[src/rtl/trim_pkg.sv]
package trim_pkg;
   // Parameter class codes carried in the low nibble of a frame
   localparam logic [3:0] CLS_REF_A  = 4'd1;
   localparam logic [3:0] CLS_REF_B  = 4'd2;
   localparam logic [3:0] CLS_REF_C  = 4'd3;
   localparam logic [3:0] CLS_AC_THR = 4'd4;
   localparam logic [3:0] CLS_AC_HYS = 4'd5;
   localparam logic [3:0] CLS_OPTS   = 4'd6;
   localparam int unsigned NUM_CLS   = 6;

   // Option bit positions inside the class-6 value
   localparam int unsigned OPT_BOUNCE = 0;
   localparam int unsigned OPT_NO12   = 1;
   localparam int unsigned OPT_NO5    = 2;
   localparam int unsigned OPT_AUX33  = 3;

   typedef enum logic [1:0] {
      BANK_OP_IDLE  = 2'd0,
      BANK_OP_WRITE = 2'd1,
      BANK_OP_BURN  = 2'd2,
      BANK_OP_CLEAR = 2'd3
   } bank_op_e;
endpackage

[src/rtl/trim_sync.sv]
module trim_sync #(
   parameter int unsigned WIDTH  = 1,
   parameter int unsigned STAGES = 2
) (
   input  logic             clk,
   input  logic             rst_n,
   input  logic [WIDTH-1:0] d_i,
   output logic [WIDTH-1:0] q_o
);
   if (STAGES < 2) begin : g_bad_stages
      $error("trim_sync: STAGES must be at least 2");
   end

   logic [STAGES-1:0][WIDTH-1:0] chain_q;

   always_ff @(posedge clk or negedge rst_n) begin
      if (!rst_n) begin
         chain_q <= '0;
      end else begin
         chain_q[0] <= d_i;
         for (int s = 1; s < STAGES; s++) begin
            chain_q[s] <= chain_q[s-1];
         end
      end
   end

   assign q_o = chain_q[STAGES-1];
endmodule

[src/rtl/trim_deser.sv]
module trim_deser #(
   parameter int unsigned FRAME_W = 8
) (
   input  logic               clk,
   input  logic               rst_n,
   input  logic               clr_i,
   input  logic               bit_stb_i,
   input  logic               bit_i,
   output logic               frame_vld_o,
   output logic [FRAME_W-1:0] frame_o
);
   localparam int unsigned CNT_W = $clog2(FRAME_W);
   localparam logic [CNT_W-1:0] LAST_BIT = CNT_W'(FRAME_W - 1);

   if (FRAME_W < 2) begin : g_bad_frame
      $error("trim_deser: FRAME_W must be at least 2");
   end

   logic [FRAME_W-2:0] shift_q;
   logic [CNT_W-1:0]   cnt_q;

   always_ff @(posedge clk or negedge rst_n) begin
      if (!rst_n) begin
         shift_q     <= '0;
         cnt_q       <= '0;
         frame_vld_o <= 1'b0;
         frame_o     <= '0;
      end else if (clr_i) begin
         shift_q     <= '0;
         cnt_q       <= '0;
         frame_vld_o <= 1'b0;
      end else begin
         frame_vld_o <= 1'b0;
         if (bit_stb_i) begin
            shift_q <= {shift_q[FRAME_W-3:0], bit_i};
            if (cnt_q == LAST_BIT) begin
               cnt_q       <= '0;
               frame_vld_o <= 1'b1;
               frame_o     <= {shift_q, bit_i};
            end else begin
               cnt_q <= cnt_q + 1'b1;
            end
         end
      end
   end
endmodule

[src/rtl/trim_bank.sv]
module trim_bank
   import trim_pkg::*;
#(
   parameter int unsigned DATA_W   = 4,
   parameter int unsigned ADDR_W   = 4,
   parameter int unsigned CLASSES  = NUM_CLS,
   parameter int unsigned OPT_CLS  = 6,
   parameter logic [DATA_W-1:0] NOM_CODE = DATA_W'(1 << (DATA_W - 1))
) (
   input  logic                             clk,
   input  logic                             rst_n,
   input  logic                             uvlo_i,
   input  logic                             frame_vld_i,
   input  logic [DATA_W-1:0]                data_i,
   input  logic [ADDR_W-1:0]                addr_i,
   output logic [CLASSES-1:0][DATA_W-1:0]   view_o,
   output logic                             burned_o
);
   if (CLASSES >= (1 << ADDR_W) - 1) begin : g_bad_classes
      $error("trim_bank: class codes collide with the burn address");
   end

   bank_op_e op;
   logic     is_burn;

   assign is_burn = (addr_i == {ADDR_W{1'b1}}) && (data_i == '0);

   always_comb begin
      op = BANK_OP_IDLE;
      if (uvlo_i) begin
         op = BANK_OP_CLEAR;
      end else if (frame_vld_i) begin
         if (is_burn) begin
            op = burned_o ? BANK_OP_IDLE : BANK_OP_BURN;
         end else begin
            op = BANK_OP_WRITE;
         end
      end
   end

   always_ff @(posedge clk or negedge rst_n) begin
      if (!rst_n) begin
         burned_o <= 1'b0;
      end else if (op == BANK_OP_BURN) begin
         burned_o <= 1'b1;
      end
   end

   for (genvar k = 0; k < CLASSES; k++) begin : g_cls
      localparam logic [ADDR_W-1:0] MY_ADDR = ADDR_W'(k + 1);
      localparam logic [DATA_W-1:0] DFLT    = ((k + 1) == OPT_CLS) ? '0 : NOM_CODE;

      logic [DATA_W-1:0] vol_q;
      logic [DATA_W-1:0] nv_q;

      always_ff @(posedge clk or negedge rst_n) begin
         if (!rst_n) begin
            vol_q <= DFLT;
         end else if (op == BANK_OP_CLEAR) begin
            vol_q <= DFLT;
         end else if (op == BANK_OP_WRITE && addr_i == MY_ADDR) begin
            vol_q <= data_i;
         end
      end

      always_ff @(posedge clk or negedge rst_n) begin
         if (!rst_n) begin
            nv_q <= DFLT;
         end else if (op == BANK_OP_BURN) begin
            nv_q <= vol_q;
         end
      end

      assign view_o[k] = burned_o ? nv_q : vol_q;
   end
endmodule

[src/rtl/trim_loader.sv]
module trim_loader
   import trim_pkg::*;
#(
   parameter int unsigned DATA_W      = 4,
   parameter int unsigned ADDR_W      = 4,
   parameter int unsigned SYNC_STAGES = 2
) (
   input  logic              clk,
   input  logic              rst_n,
   input  logic              uvlo_i,
   input  logic              prog_i,
   input  logic              sdat_i,
   input  logic              sclk_i,
   output logic [DATA_W-1:0] ref_a_trim_o,
   output logic [DATA_W-1:0] ref_b_trim_o,
   output logic [DATA_W-1:0] ref_c_trim_o,
   output logic [DATA_W-1:0] ac_thr_trim_o,
   output logic [DATA_W-1:0] ac_hys_trim_o,
   output logic              opt_bounce_o,
   output logic              opt_no12_o,
   output logic              opt_no5_o,
   output logic              opt_aux33_o,
   output logic              burned_o
);
   localparam int unsigned FRAME_W = DATA_W + ADDR_W;

   if (DATA_W < 4) begin : g_bad_data
      $error("trim_loader: DATA_W must hold the four option bits");
   end
   if (ADDR_W < 3) begin : g_bad_addr
      $error("trim_loader: ADDR_W must cover six classes and the burn code");
   end

   logic               prog_s;
   logic               sdat_s;
   logic               sclk_s;
   logic               sclk_prev;
   logic               bit_stb;
   logic               frame_vld;
   logic [FRAME_W-1:0] frame_q;
   logic [NUM_CLS-1:0][DATA_W-1:0] view;

   trim_sync #(.WIDTH(3), .STAGES(SYNC_STAGES)) u_sync (
      .clk   (clk),
      .rst_n (rst_n),
      .d_i   ({prog_i, sdat_i, sclk_i}),
      .q_o   ({prog_s, sdat_s, sclk_s})
   );

   always_ff @(posedge clk or negedge rst_n) begin
      if (!rst_n) begin
         sclk_prev <= 1'b1;
      end else begin
         sclk_prev <= sclk_s;
      end
   end

   assign bit_stb = prog_s && sclk_prev && !sclk_s;

   trim_deser #(.FRAME_W(FRAME_W)) u_deser (
      .clk         (clk),
      .rst_n       (rst_n),
      .clr_i       (uvlo_i || !prog_s),
      .bit_stb_i   (bit_stb),
      .bit_i       (sdat_s),
      .frame_vld_o (frame_vld),
      .frame_o     (frame_q)
   );

   trim_bank #(
      .DATA_W  (DATA_W),
      .ADDR_W  (ADDR_W),
      .CLASSES (NUM_CLS),
      .OPT_CLS (int'(CLS_OPTS))
   ) u_bank (
      .clk         (clk),
      .rst_n       (rst_n),
      .uvlo_i      (uvlo_i),
      .frame_vld_i (frame_vld),
      .data_i      (frame_q[FRAME_W-1:ADDR_W]),
      .addr_i      (frame_q[ADDR_W-1:0]),
      .view_o      (view),
      .burned_o    (burned_o)
   );

   assign ref_a_trim_o  = view[CLS_REF_A  - 1];
   assign ref_b_trim_o  = view[CLS_REF_B  - 1];
   assign ref_c_trim_o  = view[CLS_REF_C  - 1];
   assign ac_thr_trim_o = view[CLS_AC_THR - 1];
   assign ac_hys_trim_o = view[CLS_AC_HYS - 1];
   assign opt_bounce_o  = view[CLS_OPTS - 1][OPT_BOUNCE];
   assign opt_no12_o    = view[CLS_OPTS - 1][OPT_NO12];
   assign opt_no5_o     = view[CLS_OPTS - 1][OPT_NO5];
   assign opt_aux33_o   = view[CLS_OPTS - 1][OPT_AUX33];
endmodule

[config.mk]
export PLATFORM = sky130hd
export DESIGN_NAME = trim_loader
export DESIGN_NICKNAME = d
export VERILOG_FILES = /design/src/rtl/trim_pkg.sv /design/src/rtl/trim_sync.sv /design/src/rtl/trim_deser.sv /design/src/rtl/trim_bank.sv /design/src/rtl/trim_loader.sv
export SDC_FILE = /design/constraint.sdc
export NUM_CORES = 1
export LEC_CHECK = 0
export ABC_AREA = 1
export BUFFER_PORTS_ARGS = -buffer_cell sky130_fd_sc_hd__buf_2
export CAP_MARGIN = 20
export CORE_ASPECT_RATIO = 1.4
export CORE_UTILIZATION = 52
export DETAILED_ROUTE_END_ITERATION = 8
export GPL_ROUTABILITY_DRIVEN = 0
export PLACE_DENSITY = 0.74
export REMOVE_ABC_BUFFERS = 1
export SLEW_MARGIN = 30
export SYNTH_ARGS = -nofsm -noshare
export SYNTH_HDL_FRONTEND = slang
export SYNTH_SLANG_ARGS = --single-unit
[constraint.sdc]
create_clock -name clk -period 1.4 [get_ports clk]
set_input_delay 0.21 -clock clk [delete_from_list [all_inputs] [get_ports clk]]
set_output_delay 0.21 -clock clk [all_outputs]
set_load 0.02 [all_outputs]
==> impl_metrics.yaml, run 1 <==
run_status:
  outcome: "complete, but fails checks"
  violations_in_the_final_reports: "setup timing"
worst_setup_path:
  crit_path_end_kind: "primary output"
  worstSetupStartpointType: "flop"
  worstPathArrival_ns: 1.40
  path_max_fanout: 12
  worst-setup-path-type: "reg -> out"
  critPathRequiredTime_ns: 1.19
synth:
  postSynthRegisterBits: 75
  number_of_flops_mapped_to_enable_cells_by_yosys: 0
  synth-seq-area-share_pct: 59.0
  synth-main-ff-cell: "dfrtp_1"
  ys_async_sr_fraction_pct: 100
  synth_xor_area_share_pct: 0
  synth_top_area_share_pct: 50.0
  synthesis.area_per_instance_um2: 8.80
  synthesis.instances: 364
  post_synth_mux_area_share_pct: 0
  synth_top_cell_by_area: "dfrtp_1"
  synth.top_cells.by_count: "nand2_1 (100), dfrtp_1 (64), o21ai_0 (59), inv_1 (48), nand3_1 (20)"
  synth_simple_gate_area_share_pct: 19.3
  synth_compound_area_share_pct: 13.2
  synthAdderAreaFrac_pct: 0.781
  synth_top_family_by_area: "simple AND/OR/NAND/NOR gates"
  ys.warnings.count: 0
  post_synth_main_area_contributors: "dfrtp_1 (50%), nand2_1 (12%), o21ai_0 (9.2%), dfstp_2 (9.0%), inv_1 (5.6%)"
  synth_most_common_cell: "nand2_1"
  synth.distinct_cells: 22
  cell_area_after_synthesis_mm2: 0.00320
sta:
  setup_viol: 25
  final.setup.worst_slack_ns: -0.212
  tns_ns: -3.68
  fmaxAchievable_mhz: 620
  final-hold-violation-count: 0
  grt_setup_unrepaired: "yes"
  finalMaxSlewViolations: 0
  max_slew_margin_pct: 74.3
  worst_pin_slew_ns: 0.386
  period_minus_slack_ns: 1.61
  final.period_utilization_pct: 115
  worst_clock_skew_ns: 0.00824
cells_and_area:
  nets_final: 422
  design_area_mm2: 0.00408
  layout-area-overhead-vs-synth_pct: 27.3
  diodes: 0
  filler_cell_count: 448
  final_layout_size_suffix_gt1_share_pct: 28.6
routing:
  dr.pass1.iters: 4
  routed_wire_length_mm: 6.76
  dr_total_vias: 2608
  starting_drc_count_in_detailed_routing: 187
  drc: 0
  drt.antenna.violating_nets: 0
  drt-vias-per-instance: 5.33
  wire_per_inst_um: 13.8
grt:
  antenna_found_initial: 0
  grt_usage_pct: 23.4
  largest_net_degree_at_the_start_of_global_routing: 76
  globalRouteOverflowTotal: 0
  grt_first_pass_wirelength_mm: 11.0
  first_global_vias: 2491
power:
  p_leak_nw: 1.87
  cellPowerDensity_mw_per_mm2: 938
  vdd.ir_drop.worst_v: 0.000728
floorplan:
  num_rows: 33
  ios: 31
  die_width_um: 68.3
  core_mm2: 0.00590
  die-area_mm2: 0.00648
  starting_density_pct: 54.3
  dieHeight_um: 94.9
clocking:
  tritoncts.num_buffers: 9
  insertion_delay_ns: 0.34
  clockBufferDepth: 2
  clock-sinks: 75
  path_clk_slew_ns: 0.08
  clockRootBuffer: "clkbuf_8"
  cts_tree: "built"
  cts_h_tree_depth: 3
placed_design:
  placement.cell_area_mm2: 0.00350
  io_buffers: 30
  post-dp-hpwl_mm: 3.86
worst_hold_path:
  hold_class: "in -> reg"
run:
  cap_viol_max_count: 0
-- flip-flops by register name, indices dropped and copies added (netlist names) --
signal               flops
u_deser.frame_vld_o      1
u_deser.shift_q          7
u_deser.cnt_q            3
u_bank.g_cls.vol_q      24
sclk_prev                1
u_bank.burned_o          1
u_sync.q_o               3
u_bank.g_cls.nv_q       24
u_deser.frame_o          8
u_sync.chain_q           3
-- layer usage --
metal / vias up / wire [um] / part of all wire, % / track usage [%]
met2: 47 / 3590 / 53 / 39.7
met4: 0 / 156 / 2.3 / 9.72
met5: - / 0 / 0 / 0
met1: 1268 / 2810 / 42 / 27.3
li1: 1278 / - / - / -
met3: 15 / 200 / 3.0 / 5.92
-- cell type report --
type,instances,area (um2),share of cell area [%]
Clock buffer,11,151,3.71
Clock inverter,5,27.5,0.675
Inverter,49,184,4.51
Multi-Input combinational cell,227,1190,29.3
Sequential cell,75,1890,46.4
Tap cell,70,87.6,2.15
Timing Repair Buffer,52,541,13.3
-- worst max-delay path: stages, from the launching register on --
cell,delay (ns)
dfrtp_1,0.42
buf_6,0.15
buf_16,0.15
o21ai_2,0.17
buf_4,0.16
-- worst paths after layout --
check	startpoint	endpoint	slack, ns	cells after the start
max	u_bank.burned_o	opt_bounce_o	-0.21	4
min	uvlo_i	u_deser.frame_vld_o	0.32	4
max reg2reg	u_bank.burned_o	u_bank.g_cls[2].nv_q[0]	0.09	6
min reg2reg	u_sync.chain_q[1]	u_sync.q_o[1]	0.36	0
max in group asynchronous	rst_n	u_bank.g_cls[2].vol_q[3]	0.64	3
min in group asynchronous	rst_n	u_bank.g_cls[1].nv_q[1]	0.43	3
-- metrics by stage --
step           hold slack (ns)  power, mW  std cells  util, %  setup WS [ns]
5_1_grt                  0.364       3.98        489     69.1         -0.248
3_5_place_dp             0.270       2.38        464     59.3         0.0969
6_report                 0.323       3.83        489     69.1         -0.212
4_1_cts                  0.358       3.86        489     66.8         -0.138
2_1_floorplan          -0.0856       2.30        351        -          -1.23
3_3_place_gp             0.264       2.37        464     59.3          0.143
-- layout by cell type, fill, tap and decap left out --
cell           Yosys  routed
buf_12             0       2
buf_16             0       3
buf_2              2       5
buf_4              1      20
buf_6              1      18
clkbuf_8           0      11
clkinv_2           0       4
clkinvlp_4         0       1
dfrtp_1           64      63
dfrtp_2            0       1
dfstp_2           11      11
dlygate4sd3_1      0       4
ha_1               2       2
inv_1             48      48
inv_2              1       1
nand2_1          100      86
nand2_2            2      15
nand2_4            0       1
nand3_1           20      20
nand4_1            7       7
nor2_1            12      12
nor2_2             1       1
nor3_1             1       1
nor3_2             3       2
nor3_4             0       1
o21ai_0           59      35
o21ai_1            8      14
o21ai_2            5      21
o21ai_4            0       2
o22ai_1            7       7
-- where the power goes --
part,total (mW),internal [mW],leakage [nW],switching (mW)
Clock,1.48,0.727,0.0949,0.754
Sequential,2.21,2.20,0.988,0.00943
Combinational,0.134,0.0375,0.787,0.0969
-- logic make-up (layout without fill, tap and decap cells) --
logic type / after synthesis / count (layout)
simple gates: 146 / 146
compound gates: 79 / 79
flops: 75 / 75
buf+inv: 62 / 117
fa+ha+maj: 2 / 2
-- what timing repair did --
action                                  4_1_cts  5_1_grt
cloned                                        3        0
hold endpoints to repair                     67        0
endpoints found under the setup margin       24       49
hold buffers                                  4        0
setup buffers                                 2        0
pin swaps                                     3        1
gates resized for setup                      70       37
No activity file was read; power rests on OpenSTA's default activity.
==> run 2: changes to the inputs <==
Clock period 1.4 ns to 1.36 ns, I/O delays scaled along.
==> run 2 against run 1 <==
Effect of this change: the flow still finishes with violations (setup timing); total power is 5.7% higher; cell area is 4.6% lower; via count shrank 2.8%; cell count is 0.61% higher; first-iteration DRC count rose by 28%; clock-buffer cell count unchanged; utilization is 3.2 points lower; sequential power grew 3%; die area did not move; critical path type unchanged; critical endpoint is now ac_thr_trim_o[1].
==> impl_metrics.yaml, run 2 (synthesis gave the netlist of run 1 again) <==
cells_and_area:
  diodes: 0
  highest_count_cells_in_the_layout_ignoring_fill_and_taps: "nand2_1 (97), dfrtp_1 (62), inv_1 (48)"
  final_layout_size_suffix_gt1_share_pct: 23.0
  final_cells: 492
  nets_final: 425
  reg_top3: "u_bank.g_cls.nv_q: 24 flops, u_bank.g_cls.vol_q: 24 flops, u_deser.frame_o: 8 flops"
  final_core_util_pct: 65.9
  layout-area-overhead-vs-synth_pct: 21.4
  final_common_cell: "nand2_1"
worst_setup_path:
  cp_num_buf_inv: 2
  slowest_delay_ns: 0.46
  critPathRequiredTime_ns: 1.16
  r2r_cells: 6
  cp_num_cells: 3
  crit_path_end_kind: "primary output"
  cp_top_family: "flip-flops"
  critical_path.cell_chain: "buf_12 -> o21ai_0 -> buf_2"
  worst-setup-path-type: "reg -> out"
  path_max_fanout: 32
  worstPathArrival_ns: 1.32
  worstSetupStartpointType: "flop"
  critPathSlowestCell: "dfrtp_2"
sta:
  tns_ns: -2.96
  finalMaxSlewViolations: 0
  worst_pin_slew_ns: 0.402
  period_minus_slack_ns: 1.52
  grt_setup_unrepaired: "yes"
  worst_clock_skew_ns: 0.00753
  final-hold-violation-count: 0
  setup_viol: 24
  final.period_utilization_pct: 112
  final.setup.worst_slack_ns: -0.160
  max_slew_margin_pct: 73.1
  fmaxAchievable_mhz: 658
routing:
  starting_drc_count_in_detailed_routing: 239
  wire_per_inst_um: 12.9
  drt-vias-per-instance: 5.15
  routed_wire_length_mm: 6.34
  dr_total_vias: 2535
  drc: 0
  drt.antenna.violating_nets: 0
  dr.pass1.iters: 4
power:
  vdd.ir_drop.worst_v: 0.000760
  cellPowerDensity_mw_per_mm2: 1040
  p_leak_nw: 1.80
run_status:
  outcome: "complete, but fails checks"
  violations_in_the_final_reports: "setup timing"
clocking:
  tritoncts.num_buffers: 9
  clockBufferDepth: 2
  clock-sinks: 75
  insertion_delay_ns: 0.35
  cts_tree: "built"
  path_clk_slew_ns: 0.07
  cts_h_tree_depth: 3
  clockRootBuffer: "clkbuf_8"
floorplan:
  die-area_mm2: 0.00648
  die_width_um: 68.3
  starting_density_pct: 54.3
  num_rows: 33
  ios: 31
  dieHeight_um: 94.9
  core_mm2: 0.00590
grt:
  antenna_found_initial: 0
  globalRouteOverflowTotal: 0
  largest_net_degree_at_the_start_of_global_routing: 76
  grt_usage_pct: 21.5
  grt_first_pass_wirelength_mm: 10.1
  first_global_vias: 2339
worst_hold_path:
  hold_class: "in -> reg"
  hold_critical_path_depth: 4
placed_design:
  post-dp-hpwl_mm: 4.14
  dp.cells: 466
  io_buffers: 30
  dp_slack_ns: 0.0388
run:
  cap_viol_max_count: 0
-- run 2: cell count changes in the layout (fill, tap and decap cells not counted), moves of 6 or more --
cell     before  now
nand2_1      86   97
nand2_2      15    5
buf_4        20   35
buf_6        18    1
buf_2         5   11
o21ai_2      21    7
o21ai_1      14   26
-- run 2: area by class of cell --
cell class | count | area (um2)
sequential | 75 | 1890
fill | 490 | 2010
timing repair buffer | 54 | 429
clock buffer | 11 | 131
tap | 70 | 87.6
multi-input combinational | 228 | 1110
clock inverter | 5 | 55.1
inverter | 49 | 184
-- run 2: per-stage QoR --
step | cell area [um2] | hold slack (ns) | power, mW
finish | 3890 | 0.255 | 4.04
global route | 3890 | 0.298 | 4.18
CTS | 3780 | 0.264 | 4.06
detailed placement | 3520 | 0.268 | 2.45
global placement | 3520 | 0.264 | 2.44
floorplan | 3140 | -0.0916 | 2.36
-- run 2: path summary, 6_finish.rpt --
kind	from	endpoint	slack [ns]
worst min-delay path	uvlo_i	u_deser.cnt_q[1]	0.26
max in group asynchronous	rst_n	u_bank.g_cls[4].vol_q[3]	0.60
worst max-delay path	u_bank.burned_o	ac_thr_trim_o[1]	-0.16
min in group asynchronous	rst_n	u_bank.g_cls[1].vol_q[1]	0.39
worst min register to register	u_sync.chain_q[1]	u_sync.q_o[1]	0.35
worst max register to register	u_bank.burned_o	u_bank.g_cls[4].nv_q[1]	0.01
-- run 2: report_power, final --
| group | switching (mW) | internal, mW |
|---|---|---|
| sequential | 0.00983 | 2.27 |
| combinational | 0.102 | 0.0417 |
| clock | 0.783 | 0.842 |
-- run 2: metal layers --
layer / track usage [%] / share of wire [%]
met5: 0 / 0
met4: 14.4 / 2.9
met3: 3.62 / 2.0
met2: 34.6 / 51
met1: 25.8 / 44
-- run 2: timing repair --
| item | in CTS | in global routing |
|---|---|---|
| gates cloned | 0 | 1 |
| buffers inserted | 0 | 5 |
| hold buffers | 4 | 0 |
| hold endpoints to repair | 67 | 0 |
| setup endpoints to repair | 25 | 53 |
| gates resized for setup | 24 | 28 |
| pin swaps | 0 | 2 |
-- run 2: tightest hold or removal path, cell delays in order --
cell     delay [ns]
buf_2          0.17
nor2_4         0.06
nand3_1        0.06
o21ai_0        0.07
==> run 3: changes to the inputs <==
Settings changed: BUFFER_PORTS_ARGS -buffer_cell sky130_fd_sc_hd__buf_2 to -buffer_cell sky130_fd_sc_hd__clkbuf_2, PLACE_DENSITY 0.74 to 0.8.
==> run 3 against run 2 <==
Effect of this change: the run still ends with setup timing left; flip-flop and latch count is the same; sequential share of layout area shrank 1.8 points; utilization grew 2.5 points; critical path depth is the same; first-iteration DRC count shrank 0.84%; critical endpoint is now opt_aux33_o; highest routed layer unchanged.
==> impl_metrics.yaml, run 3 (synthesis gave the netlist of run 1 again) <==
cells_and_area:
  final_cells: 498
  highest_count_cells_in_the_layout_ignoring_fill_and_taps: "nand2_1 (96), dfrtp_1 (62), inv_1 (48)"
  nets_final: 431
  final_layout_size_suffix_gt1_share_pct: 25.7
  final_common_cell: "nand2_1"
  layout-area-overhead-vs-synth_pct: 26.0
  reg_top3: "u_bank.g_cls.nv_q: 24 flops, u_bank.g_cls.vol_q: 24 flops, u_deser.frame_o: 8 flops"
  diodes: 0
power:
  power_mw: 4.20
  vdd.ir_drop.worst_v: 0.000684
  share_comb_of_total_power_pct: 3.5
  power.switching_uw: 906
  cellPowerDensity_mw_per_mm2: 1040
  cell_internal_pwr_mw: 3.30
  pwr-share-seq_pct: 54.2
  p_leak_nw: 1.88
  clock_power_share_pct: 42.4
  power.share.switching_pct: 21.5
floorplan:
  ios: 31
  starting_density_pct: 54.3
  num_rows: 33
  core_mm2: 0.00590
  dieHeight_um: 94.9
  die_width_um: 68.3
  die-area_mm2: 0.00648
worst_hold_path:
  hold_class: "in -> async"
run:
  cap_viol_max_count: 0
clocking:
  clockBufferDepth: 2
  path_clk_slew_ns: 0.08
  insertion_delay_ns: 0.35
  cts_tree: "built"
  cts_h_tree_depth: 3
  clockRootBuffer: "clkbuf_8"
  tritoncts.num_buffers: 9
  clock-sinks: 75
routing:
  drt.antenna.violating_nets: 0
  drt-vias-per-instance: 5.28
  wire_per_inst_um: 14.4
  routed_wire_length_mm: 7.15
  starting_drc_count_in_detailed_routing: 237
  dr_total_vias: 2627
  dr.pass1.iters: 4
  drc: 0
grt:
  grt_first_pass_wirelength_mm: 10.2
  largest_net_degree_at_the_start_of_global_routing: 50
  antenna_found_initial: 0
  globalRouteOverflowTotal: 0
  grt_usage_pct: 21.9
  first_global_vias: 2338
sta:
  worst_clock_skew_ns: 0.0112
  setup_viol: 24
  worst_pin_slew_ns: 0.423
  final.period_utilization_pct: 114
  fmaxAchievable_mhz: 646
  final.setup.worst_slack_ns: -0.189
  hold_slack_ns: 0.313
  period_minus_slack_ns: 1.55
  max_slew_margin_pct: 71.8
  final-hold-violation-count: 0
  finalMaxSlewViolations: 0
  grt_setup_unrepaired: "yes"
worst_setup_path:
  crit_path_end_kind: "primary output"
  worstPathArrival_ns: 1.34
  path_max_fanout: 38
  slowest_delay_ns: 0.44
  worst-setup-path-type: "reg -> out"
  critPathRequiredTime_ns: 1.16
  worstSetupStartpointType: "flop"
  critical_path.cell_chain: "buf_12 -> o21ai_0 -> buf_4"
  critPathSlowestCell: "dfrtp_2"
placed_design:
  dp_slack_ns: 0.0547
  post-dp-hpwl_mm: 4.20
  dp.cells: 469
  io_buffers: 30
run_status:
  outcome: "complete, but fails checks"
  violations_in_the_final_reports: "setup timing"
-- run 3: metrics by stage --
stage          util [%]  TNS, ns  instance area, um2
5_1_grt            68.4    -5.15                4040
3_3_place_gp       60.1        0                3550
6_report           68.4    -3.08                4040
4_1_cts            65.5    -4.36                3870
2_1_floorplan         -   -39.37                3140
3_5_place_dp       60.1        0                3550
-- run 3: metal layers --
layer  up-vias  part of all wire [%]  track usage [%]
met5         -                     0                0
met4         0                   2.9             13.2
met3        14                   3.1             5.80
met2        52                    53             35.2
met1      1269                    41             25.6
li1       1292                     -                -
-- run 3: worst max-delay path: cells and delay by family, from the launching register on --
| kind | cells | cell delay (ns) |
|---|---|---|
| flip-flops | 1 | 0.44 |
| buffers and inverters | 2 | 0.35 |
| AO/OA/AOI/OAI | 1 | 0.21 |
-- run 3: final cells by class --
class                   instances  area [um2]
clock buffers                  12         165
clock inverters                 4        47.5
fillers                       426        1870
inverters                      49         184
multi-input cells             227        1120
flip-flops and latches         75        1890
well taps                      70        87.6
repair buffers                 61         544
-- run 3: worst paths after layout --
kind	from	endpoint	slack, ns	cells past startpoint
worst max-delay path	u_bank.burned_o	opt_aux33_o	-0.19	3
worst min-delay path	rst_n	u_bank.g_cls[4].vol_q[1]	0.31	2
worst max register to register	u_deser.frame_o[0]	u_bank.g_cls[4].nv_q[1]	0.05	7
worst min register to register	u_sync.chain_q[1]	u_sync.q_o[1]	0.35	0
max in group asynchronous	rst_n	u_deser.frame_o[3]	0.46	3
min in group clk	uvlo_i	u_deser.frame_vld_o	0.34	4
-- run 3: power groups by stage --
| stage | registers, mW | clock network (mW) | logic [mW] |
|---|---|---|---|
| global route | 2.28 | 1.88 | 0.169 |
| detailed placement | 2.32 | 0 | 0.133 |
| floorplan | 2.32 | 0 | 0.0470 |
| CTS | 2.28 | 1.81 | 0.144 |
| finish | 2.28 | 1.78 | 0.146 |
| global placement | 2.32 | 0 | 0.129 |
-- run 3: what timing repair did --
action | CTS | global route
gates resized for setup | 30 | 58
cloned | 0 | 5
setup buffers | 1 | 3
hold endpoints to repair | 10 | 0
hold buffers | 4 | 0
endpoints found under the setup margin | 25 | 59
